## config.mk

```make
export PLATFORM = sky130hd
export DESIGN_NAME = sqm_tone_mixer
export DESIGN_NICKNAME = d
export VERILOG_FILES = /design/src/rtl/sqm_pkg.sv /design/src/rtl/sqm_prescaler.sv /design/src/rtl/sqm_divider.sv /design/src/rtl/sqm_lfsr.sv /design/src/rtl/sqm_chan_gate.sv /design/src/rtl/sqm_tone_mixer.sv
export SDC_FILE = /design/constraint.sdc
export NUM_CORES = 1
export LEC_CHECK = 0
export ABC_AREA = 1
export BUFFER_PORTS_ARGS = -buffer_cell sky130_fd_sc_hd__buf_2
export CAP_MARGIN = 5
export CORE_ASPECT_RATIO = 1.25
export CORE_MARGIN = 1
export CORE_UTILIZATION = 52
export CTS_CLUSTER_DIAMETER = 60
export DETAILED_ROUTE_END_ITERATION = 7
export GPL_TIMING_DRIVEN = 0
export PLACE_DENSITY = 0.71
export SYNTH_ARGS = -nofsm -noshare
export SYNTH_HDL_FRONTEND = slang
export SYNTH_HIERARCHICAL = 1
export SYNTH_SLANG_ARGS = --single-unit
```

## constraint.sdc

```tcl
create_clock -name clk -period 2.6 [get_ports clk]
set_input_delay 0.39 -clock clk [delete_from_list [all_inputs] [get_ports clk]]
set_output_delay 0.39 -clock clk [all_outputs]
set_load 0.005 [all_outputs]
```

## src/rtl/sqm_pkg.sv

```systemverilog
package sqm_pkg;
  localparam int NUM_CH     = 3;
  localparam int LFSR_W     = 17;
  localparam int LFSR_TAP   = 3;
  localparam logic [LFSR_W-1:0] LFSR_SEED = LFSR_W'(1);

  // feedback of bit 0 and the tap enters at the top, register shifts right
  function automatic logic [LFSR_W-1:0] lfsr_next(input logic [LFSR_W-1:0] s);
    return {s[0] ^ s[LFSR_TAP], s[LFSR_W-1:1]};
  endfunction
endpackage

```

## src/rtl/sqm_prescaler.sv

```systemverilog
module sqm_prescaler #(
  parameter int DIV = 8
) (
  input  logic clk,
  input  logic rst_n,
  input  logic clk_en,
  output logic step,
  output logic half_step
);
  localparam int CW = (DIV > 1) ? $clog2(DIV) : 1;
  localparam logic [CW-1:0] LAST = CW'(DIV - 1);

  logic [CW-1:0] cnt;
  logic          half_q;

  assign step      = clk_en && (cnt == LAST);
  assign half_step = step && half_q;

  always_ff @(posedge clk or negedge rst_n) begin
    if (!rst_n) begin
      cnt    <= '0;
      half_q <= 1'b0;
    end else if (clk_en) begin
      cnt <= (cnt == LAST) ? '0 : cnt + CW'(1);
      if (step) half_q <= ~half_q;
    end
  end

  // a disabled clock never produces a step
  p_no_step_frozen_r3: assert property (@(posedge clk) disable iff (!rst_n)
    !clk_en |-> !step);
  // steps are spaced by the division ratio, never back to back
  p_step_gap_r1: assert property (@(posedge clk) disable iff (!rst_n)
    step |=> !step);
  // the noise rate is half the step rate
  p_half_gap_r4: assert property (@(posedge clk) disable iff (!rst_n)
    half_step |=> !half_step);
endmodule

```

## src/rtl/sqm_divider.sv

```systemverilog
module sqm_divider #(
  parameter int W = 12
) (
  input  logic         clk,
  input  logic         rst_n,
  input  logic         step,
  input  logic [W-1:0] period,
  output logic         hit
);
  logic [W-1:0] cnt;
  logic [W-1:0] eff;
  logic [W:0]   nxt;

  // a zero period is treated as one
  assign eff = (period == '0) ? W'(1) : period;
  assign nxt = {1'b0, cnt} + (W+1)'(1);
  // >= lets a period lowered below the running count recover at once
  assign hit = step && (nxt >= {1'b0, eff});

  always_ff @(posedge clk or negedge rst_n) begin
    if (!rst_n)    cnt <= '0;
    else if (step) cnt <= hit ? '0 : nxt[W-1:0];
  end

  // a terminal count restarts the divider from zero
  p_wrap_zero_r1: assert property (@(posedge clk) disable iff (!rst_n)
    hit |=> (cnt == '0));
  // without a step the count does not move
  p_cnt_hold_r3: assert property (@(posedge clk) disable iff (!rst_n)
    !step |=> $stable(cnt));
  // with period 0 or 1 every step ends a count
  p_min_period_r2: assert property (@(posedge clk) disable iff (!rst_n)
    (step && (period <= W'(1))) |-> hit);
endmodule

```

## src/rtl/sqm_lfsr.sv

```systemverilog
module sqm_lfsr
  import sqm_pkg::*;
(
  input  logic clk,
  input  logic rst_n,
  input  logic adv,
  output logic bit_out
);
  logic [LFSR_W-1:0] state;

  always_ff @(posedge clk or negedge rst_n) begin
    if (!rst_n)   state <= LFSR_SEED;
    else if (adv) state <= lfsr_next(state);
  end

  assign bit_out = state[0];

  // the register never falls into the all-zero lock state
  p_lfsr_alive_r4: assert property (@(posedge clk) disable iff (!rst_n)
    state != '0);
  // the register only moves on a noise tick
  p_lfsr_hold_r4: assert property (@(posedge clk) disable iff (!rst_n)
    !adv |=> $stable(state));
endmodule

```

## src/rtl/sqm_chan_gate.sv

```systemverilog
module sqm_chan_gate #(
  parameter int LVL_W = 4
) (
  input  logic             clk,
  input  logic             rst_n,
  input  logic             tone_bit,
  input  logic             noise_bit,
  input  logic             tone_off,
  input  logic             noise_off,
  input  logic [LVL_W:0]   vol,
  input  logic [LVL_W-1:0] env,
  output logic [LVL_W-1:0] amp
);
  logic             gate;
  logic [LVL_W-1:0] level;

  assign gate  = (tone_bit | tone_off) & (noise_bit | noise_off);
  assign level = vol[LVL_W] ? env : vol[LVL_W-1:0];

  always_ff @(posedge clk or negedge rst_n) begin
    if (!rst_n) amp <= '0;
    else        amp <= gate ? level : '0;
  end

  // a closed gate silences the channel on the next clock
  p_closed_silent_r6: assert property (@(posedge clk) disable iff (!rst_n)
    !gate |=> (amp == '0));
  // envelope mode follows the envelope input one clock later
  p_env_follow_r7: assert property (@(posedge clk) disable iff (!rst_n)
    (gate && vol[LVL_W]) |=> (amp == $past(env)));
  // with every source disabled the fixed level passes after one clock
  p_fixed_pass_r8: assert property (@(posedge clk) disable iff (!rst_n)
    (tone_off && noise_off && !vol[LVL_W]) |=> (amp == $past(vol[LVL_W-1:0])));
endmodule

```

## src/rtl/sqm_tone_mixer.sv

```systemverilog
module sqm_tone_mixer
  import sqm_pkg::*;
#(
  parameter int TONE_W  = 12,
  parameter int NOISE_W = 5,
  parameter int LVL_W   = 4,
  parameter int PRE_DIV = 8
) (
  input  logic               clk,
  input  logic               rst_n,
  input  logic               clk_en,
  input  logic [TONE_W-1:0]  tone_per_a,
  input  logic [TONE_W-1:0]  tone_per_b,
  input  logic [TONE_W-1:0]  tone_per_c,
  input  logic [NOISE_W-1:0] noise_per,
  input  logic [2*NUM_CH-1:0] mix_off,
  input  logic [LVL_W:0]     vol_a,
  input  logic [LVL_W:0]     vol_b,
  input  logic [LVL_W:0]     vol_c,
  input  logic [LVL_W-1:0]   env_lvl,
  output logic [LVL_W-1:0]   amp_a,
  output logic [LVL_W-1:0]   amp_b,
  output logic [LVL_W-1:0]   amp_c
);
  logic step, half_step;
  logic noise_hit, noise_bit;

  logic [TONE_W-1:0] per_arr  [NUM_CH];
  logic [LVL_W:0]    vol_arr  [NUM_CH];
  logic [LVL_W-1:0]  amp_arr  [NUM_CH];
  logic [NUM_CH-1:0] tone_hit;
  logic [NUM_CH-1:0] tone_q;

  assign per_arr[0] = tone_per_a;
  assign per_arr[1] = tone_per_b;
  assign per_arr[2] = tone_per_c;
  assign vol_arr[0] = vol_a;
  assign vol_arr[1] = vol_b;
  assign vol_arr[2] = vol_c;
  assign amp_a = amp_arr[0];
  assign amp_b = amp_arr[1];
  assign amp_c = amp_arr[2];

  sqm_prescaler #(.DIV(PRE_DIV)) u_pre (
    .clk(clk), .rst_n(rst_n), .clk_en(clk_en),
    .step(step), .half_step(half_step)
  );

  sqm_divider #(.W(NOISE_W)) u_noise_div (
    .clk(clk), .rst_n(rst_n), .step(half_step),
    .period(noise_per), .hit(noise_hit)
  );

  sqm_lfsr u_lfsr (
    .clk(clk), .rst_n(rst_n), .adv(noise_hit), .bit_out(noise_bit)
  );

  for (genvar ch = 0; ch < NUM_CH; ch++) begin : g_ch
    sqm_divider #(.W(TONE_W)) u_div (
      .clk(clk), .rst_n(rst_n), .step(step),
      .period(per_arr[ch]), .hit(tone_hit[ch])
    );

    always_ff @(posedge clk or negedge rst_n) begin
      if (!rst_n)            tone_q[ch] <= 1'b0;
      else if (tone_hit[ch]) tone_q[ch] <= ~tone_q[ch];
    end

    sqm_chan_gate #(.LVL_W(LVL_W)) u_gate (
      .clk(clk), .rst_n(rst_n),
      .tone_bit(tone_q[ch]), .noise_bit(noise_bit),
      .tone_off(mix_off[ch]), .noise_off(mix_off[NUM_CH + ch]),
      .vol(vol_arr[ch]), .env(env_lvl), .amp(amp_arr[ch])
    );

    // the square wave only changes at a terminal count
    p_tone_hold_r1: assert property (@(posedge clk) disable iff (!rst_n)
      !tone_hit[ch] |=> $stable(tone_q[ch]));
    // a frozen clock keeps the tone phase
    p_tone_frozen_r3: assert property (@(posedge clk) disable iff (!rst_n)
      !clk_en |=> $stable(tone_q[ch]));
  end
endmodule

```

==> reports/metrics.csv, run 1 <==
stage,metric,value,unit
synth,synth-seq-area-share,0.343,
clocking,clock_path_buffers,2,
die,floorplan.die.width,95,microns
global_route,grt_start_max_net_pins,50,
global_route,globalRouteOverflowTotal,0,
power_and_ir_drop,peakVddDrop,0.483,mV
clocking,clock_insertion_delay_worst_skew,330,ps
timing,finalHoldViolations,0,
timing,finalClockSkew,8.28,ps
cells_and_area,final_design_area_no_fill,0.00690,sq mm
worst_setup_path,timing.critical_path.arrival,2760,ps
synth,ys.warnings.count,6,
global_route,initial_antenna_violation_count,0,
power_and_ir_drop,leakagePower,4.00,nW
worst_setup_path,endpoint_kind,flop,
worst_setup_path,critical_path.cell_chain,ha_4 > nand2_2 > nor2_4 > nand2_2 > xnor2_2 > ha_1 > nand2_2 > inv_1 > a21oi_2 > nand2_1 > a21oi_4 > buf_6 > a21oi_2 > nand2_1 > nand2_1,
timing,slew_headroom,0.651,
synth,ys_seq_elements,77,
global_route,grt_pass1_vias,4947,
worst_hold_path,holdPathEnd,u_pre/cnt[2]$_DFFE_PN0P_,
worst_setup_path,timing.critical_path.from_type,flop,
route,route.antenna.remaining_nets,0,
synth,synth.net_count,904,
cells_and_area,diodes_inserted,0,
worst_setup_path,reg2reg_setup_slack,60,ps
cells_and_area,finalNetCount,1012,
worst_setup_path,regToRegEndpoint,tone_q[0]$_DFFE_PN0P_,
synth,syn-instance-count,788,
cells_and_area,drive_above_1_share,0.242,
synth,synth_top_cell_area_share,0.338,
timing,final_hold_slack,341,ps
worst_setup_path,ff2ff_path_depth,15,
place,placement.cell_area,0.00620,sq mm
die,ios,81,
timing,setup_viol,0,
run,cap_viol_max_count,0,
route,post_drt_wl_per_cell,12.0,microns
route,drc_errors,0,
worst_hold_path,hp-class,in -> reg,
route,viasPerCell,4.99,
route,wirelength,12.4,mm
die,num_rows,42,
worst_setup_path,critical_path.slowest_cell,dfrtp_2,
timing,maxClockFrequency,393,MHz
worst_setup_path,crit-reg2reg-launch,g_ch[0].u_div/cnt[0]$_DFFE_PN0P_,
clocking,cts_num_sinks,77,
global_route,grt_pass1_wl,20.5,mm
die,chipHeight,118,microns
worst_hold_path,hold_path_startpoint,clk_en,
clocking,tritoncts,yes,
route,vias,5158,
worst_hold_path,timing.hold.worst_path_depth,3,
global_route,track_usage,0.228,
power_and_ir_drop,total_power,3.77,mW
route,drt_first_pass_iters,4,
place,place.gp.congestion,0.860,
timing,final_critical_path_share_of_the_clock_period,0.978,
die,core_region_area,0.0106,sq mm
timing,tightest_slew,523,ps
die,die_area,0.0112,sq mm
place,portBuffers,77,
route,detailedRoute.firstIterationViolations,255,
clocking,cts_root_buffer,clkbuf_16,
synth,synthesis.area_per_instance,7.13,sq um
synth,mappedNetlistArea,0.00562,sq mm
worst_setup_path,setup_crit_path_kind,reg -> reg,
worst_setup_path,slowest_delay,440,ps
cells_and_area,final_util,0.654,
clocking,tritoncts_buffers,9,
cells_and_area,number_of_inserted_filler_cells_in_the_final_layout,925,
power_and_ir_drop,power.density,546,mW/mm^2
clocking,worst_setup_hold_path_clk_slew,60,ps
cells_and_area,syn2layout_area_growth,22.8,%
clocking,cts-htree-levels,3,
worst_setup_path,worst_ep_required_time,2820,ps
worst_setup_path,crit_path_max_fanout,5,
synth,largest_area_contributor_in_the_synthesized_netlist,dfrtp_1,
timing,rsz0062_at_grt,true,
synth,netlist_top_cells_area,"dfrtp_1 34%, nand2_1 17%, ha_1 10%",
timing,slew_viol_final,0,
place,detailedPlacementHpwl,9.20,mm
synth,synth.distinct_cells,29,
die,start_util,0.532,
run_status,status,"complete, no violations",
timing,post-route-min-period,2540,ps
## registers in the layout (all words and copies together) (netlist names)
signal,count
g_ch.u_div/cnt,36
u_pre/half_q,1
u_noise_div/cnt,5
g_ch.u_gate/amp,12
u_lfsr/state,17
tone_q,3
u_pre/cnt,3
## cell type report
type | instances | area [sq um] | share of cell area
multi-input combinational | 538 | 3160 | 0.457
buffer | 18 | 159 | 0.0230
inverter | 155 | 587 | 0.0850
clock buffer | 9 | 225 | 0.0326
clock inverter | 7 | 123 | 0.0178
sequential | 77 | 1930 | 0.280
timing repair buffer | 97 | 556 | 0.0805
tap | 132 | 165 | 0.0239
## per-stage QoR
stage | std cells | setup slack, ps | TNS (ps)
floorplan | 788 | 326 | 0
finish | 1033 | 57.8 | 0
CTS | 1015 | 6.08 | 0
global route | 1033 | -59.6 | -251
global placement | 997 | -45.9 | -90.9
detailed placement | 998 | -122 | -385
## how the worst max path moves through the flow
| stage | start | end | slack, ps | depth (start not counted) |
|---|---|---|---|---|
| 2_1_floorplan | g_ch[0].u_div/cnt[0]$_DFFE_PN0P_ | tone_q[0]$_DFFE_PN0P_ | 330 | 14 |
| 3_3_place_gp | g_ch[0].u_div/cnt[0]$_DFFE_PN0P_ | tone_q[0]$_DFFE_PN0P_ | -50 | 15 |
| 3_5_place_dp | g_ch[0].u_div/cnt[0]$_DFFE_PN0P_ | tone_q[0]$_DFFE_PN0P_ | -120 | 15 |
| 4_1_cts | g_ch[2].u_div/cnt[0]$_DFFE_PN0P_ | tone_q[2]$_DFFE_PN0P_ | 6 | 15 |
| 5_1_grt | g_ch[0].u_div/cnt[0]$_DFFE_PN0P_ | tone_q[0]$_DFFE_PN0P_ | -60 | 15 |
| 6_report | g_ch[0].u_div/cnt[0]$_DFFE_PN0P_ | tone_q[0]$_DFFE_PN0P_ | 60 | 15 |
## layer usage
metal  up-vias  global-route usage  part of all wire  wire length, microns
met3        18              0.0335             0.029                   361
met5         -                   0                 0                     0
met4         0              0.0852             0.021                   261
li1       2661                   -                 -                     -
met1      2383               0.265              0.42                  5200
met2        96               0.414              0.53                  6560
## power by group
| group | total [mW] | internal [mW] | switching, mW |
|---|---|---|---|
| sequential | 1.43 | 1.32 | 0.116 |
| clock | 1.45 | 0.942 | 0.508 |
| combinational | 0.887 | 0.395 | 0.492 |
| total | 3.77 | 2.65 | 1.12 |
## cell families (layout without fill, tap and decap cells)
| kind of cell | after synthesis | in the layout | share of synthesized area |
|---|---|---|---|
| AOI/OAI and AO/OA | 30 | 30 | 0.0343 |
| xor gates and xnor gates | 24 | 24 | 0.0387 |
| adders and majority gates | 47 | 47 | 0.105 |
| buffers and inverters | 173 | 286 | 0.133 |
| DFF | 77 | 77 | 0.343 |
| and+or+nand+nor | 437 | 437 | 0.347 |
## what timing repair did
action	in CTS	in global routing
buffers inserted	0	16
gates resized for setup	5	40
endpoints found under the hold margin	11	0
endpoints found under the setup margin	21	30
gates cloned	0	2
pin swaps	0	19
hold buffers	1	0
## critical path: cells and delay by family (launching register included)
kind | cells | cell delay (ps)
xor gates and xnor gates | 1 | 240
buffers and inverters | 2 | 210
and+or+nand+nor | 7 | 660
AOI/OAI and AO/OA | 3 | 410
DFF | 1 | 440
adders and majority gates | 2 | 460
## synthesized netlist by cell type, drive strengths merged
cell type  count
xor2          20
nor2          75
xnor2          4
o21ai          5
nor3           9
nor4           3
nand4         50
a31o           3
clkbuf         3
dfstp          1
a21oi         21
dfrtp         76
inv          155
ha            47
nand3         28
a41o           1
nand2        272
buf           15
## cells in the final DEF (no fill, tap or decap), types with 13 or more instances in the layout
master	count
buf_2	81
buf_4	20
dfrtp_1	72
ha_1	44
inv_1	144
nand2_1	247
nand2_2	24
nand3_1	19
nand4_1	50
nor2_1	64
xor2_1	13
(Power assumes the default switching activity.)
==> run 2: changes to the inputs <==
==> constraint.sdc (replaced) <==
create_clock -name clk -period 2.65 [get_ports clk]
set_input_delay 0.3975 -clock clk [delete_from_list [all_inputs] [get_ports clk]]
set_output_delay 0.3975 -clock clk [all_outputs]
set_load 0.005 [all_outputs]
==> reports/metrics.csv, run 2 (synthesis results as in run 1) <==
stage,metric,value,unit
clocking,cts-htree-levels,3,
clocking,worst_setup_hold_path_clk_slew,60,ps
die,num_rows,42,
clocking,cts_root_buffer,clkbuf_16,
worst_setup_path,worst_path_most_repeated_cell,nand2_1,
cells_and_area,finalNetCount,1009,
worst_setup_path,slowest_delay,440,ps
place,placement.cell_area,0.00620,sq mm
worst_setup_path,worst_ep_required_time,2870,ps
worst_setup_path,timing.critical_path.from_type,flop,
run_status,status,"finished, violations left",
run_status,violations,negative hold slack,
global_route,grt_util_met2,0.413,
route,route.antenna.remaining_nets,0,
timing,setup_viol,0,
place,place.gp.congestion,0.860,
clocking,cts_hold_repair.buffers,0,
power_and_ir_drop,total_power,3.69,mW
cells_and_area,final_cell_mix,"253 x nand2_1, 145 x inv_1, 81 x buf_2",
timing,rsz0062_at_grt,true,
timing,post-route-min-period,2550,ps
global_route,gr-max-usage-layer,met2,
worst_setup_path,crit_path_max_fanout,5,
route,viasPerCell,5.03,
clocking,clock_path_buffers,2,
cells_and_area,final_util,0.644,
power_and_ir_drop,power.density,542,mW/mm^2
die,start_util,0.532,
route,drc_errors,0,
run,cap_viol_max_count,0,
cells_and_area,final-instance-count-excl-fill,1030,
worst_setup_path,critical_path.slowest_cell,dfrtp_2,
worst_setup_path,critical_path.cell_chain,ha_4 > nand2_2 > nor2_4 > nand2_2 > xnor2_2 > ha_1 > nand2_1 > inv_1 > a21oi_1 > nand2_1 > a21oi_4 > buf_6 > a21oi_2 > nand2_1 > nand2_1,
timing,final_critical_path_share_of_the_clock_period,0.961,
route,detailedRoute.firstIterationViolations,241,
clocking,cts_num_sinks,77,
global_route,globalRouteOverflowTotal,0,
route,vias,5182,
route,drt_first_pass_iters,6,
cells_and_area,drive_above_1_share,0.223,
timing,final_hold_slack,-14.1,ps
cells_and_area,top_regs,"g_ch.u_div/cnt (36), u_lfsr/state (17), g_ch.u_gate/amp (12)",
cells_and_area,largest_reg_by_ff_count,g_ch.u_div/cnt,
global_route,grt_pass1_vias,4935,
worst_setup_path,endpoint_kind,flop,
cells_and_area,layout.cells.most_common,nand2_1,
cells_and_area,syn2layout_area_growth,21.0,%
worst_hold_path,hp-class,in -> async,
global_route,grt_start_max_net_pins,50,
clocking,tritoncts,yes,
place,portBuffers,77,
cells_and_area,final_design_area_no_fill,0.00680,sq mm
timing,slew_headroom,0.662,
die,chipHeight,118,microns
worst_setup_path,setup_crit_path_kind,reg -> reg,
die,die_area,0.0112,sq mm
clocking,clock_insertion_delay_worst_skew,330,ps
worst_setup_path,reg2reg_setup_slack,100,ps
timing,finalHoldViolations,11,
global_route,initial_antenna_violation_count,0,
place,detailedPlacementHpwl,9.20,mm
route,post_drt_wl_per_cell,11.9,microns
die,ios,81,
global_route,grt_pass1_wl,20.5,mm
cells_and_area,diodes_inserted,0,
global_route,use_met1,0.265,
timing,maxClockFrequency,393,MHz
route,wirelength,12.3,mm
timing,slew_viol_final,0,
power_and_ir_drop,peakVddDrop,0.466,mV
power_and_ir_drop,leakagePower,3.96,nW
timing,finalClockSkew,7.72,ps
die,core_region_area,0.0106,sq mm
global_route,track_usage,0.228,
cells_and_area,largest_register_ff_count,36,
timing,tightest_slew,507,ps
worst_setup_path,timing.critical_path.arrival,2770,ps
global_route,m3_gr_usage,0.0335,
die,floorplan.die.width,95,microns
clocking,tritoncts_buffers,9,
place,placed_cells_incl_taps,998,
[run 2: repair_timing]
item	in CTS	in global routing
setup endpoints to repair	9	30
buffers inserted	0	14
resized for setup	4	23
endpoints found under the hold margin	0	0
gates cloned	0	2
pin swaps	0	9
[run 2: critical path, delay by kind of cell, from the launching register on]
family | cells | cell delay, ps
adder cells (fa/ha/maj) | 2 | 440
AND/OR/NAND/NOR | 7 | 680
XOR/XNOR | 1 | 220
buffers and inverters | 2 | 210
flip-flops | 1 | 440
AO/OA/AOI/OAI | 3 | 440
[run 2: metrics by stage]
stage	setup TNS, ps	hold WS, ps	worst slack (ps)
6_report	0	-14.1	103
5_1_grt	-167	22.5	-45.1
3_3_place_gp	0	458	4.13
4_1_cts	0	3.48	13.0
2_1_floorplan	0	102	376
3_5_place_dp	-131	359	-71.5
[run 2: final cells by class]
cell class | instances | area, sq um
Fill cell | 942 | 3760
Multi-Input combinational cell | 538 | 3080
Sequential cell | 77 | 1930
Inverter | 155 | 587
Timing Repair Buffer | 94 | 531
Clock buffer | 9 | 225
Tap cell | 132 | 165
Buffer | 18 | 159
Clock inverter | 7 | 123
[run 2: where the power goes]
part           internal [mW]  switching, mW
Combinational          0.381          0.478
Clock                  0.925          0.500
Sequential              1.29          0.114
Total                   2.60           1.09
[run 2: routing by layer]
metal,share of wire,wire length (microns)
met4,0.019,236
met5,0,0
met1,0.42,5130
met2,0.53,6460
met3,0.037,459
[run 2: worst paths after layout]
kind                       depth (start not counted)                          endpoint                        startpoint
max                                               15             tone_q[0]$_DFFE_PN0P_  g_ch[0].u_div/cnt[0]$_DFFE_PN0P_
min                                                1  g_ch[0].u_div/cnt[1]$_DFFE_PN0P_                             rst_n
max reg2reg                                       15             tone_q[0]$_DFFE_PN0P_  g_ch[0].u_div/cnt[0]$_DFFE_PN0P_
min reg2reg                                        2          u_pre/cnt[1]$_DFFE_PN0P_          u_pre/cnt[1]$_DFFE_PN0P_
max in group asynchronous                          2       u_lfsr/state[0]$_DFFE_PN1P_                             rst_n
min in group clk                                   3          u_pre/cnt[2]$_DFFE_PN0P_                            clk_en
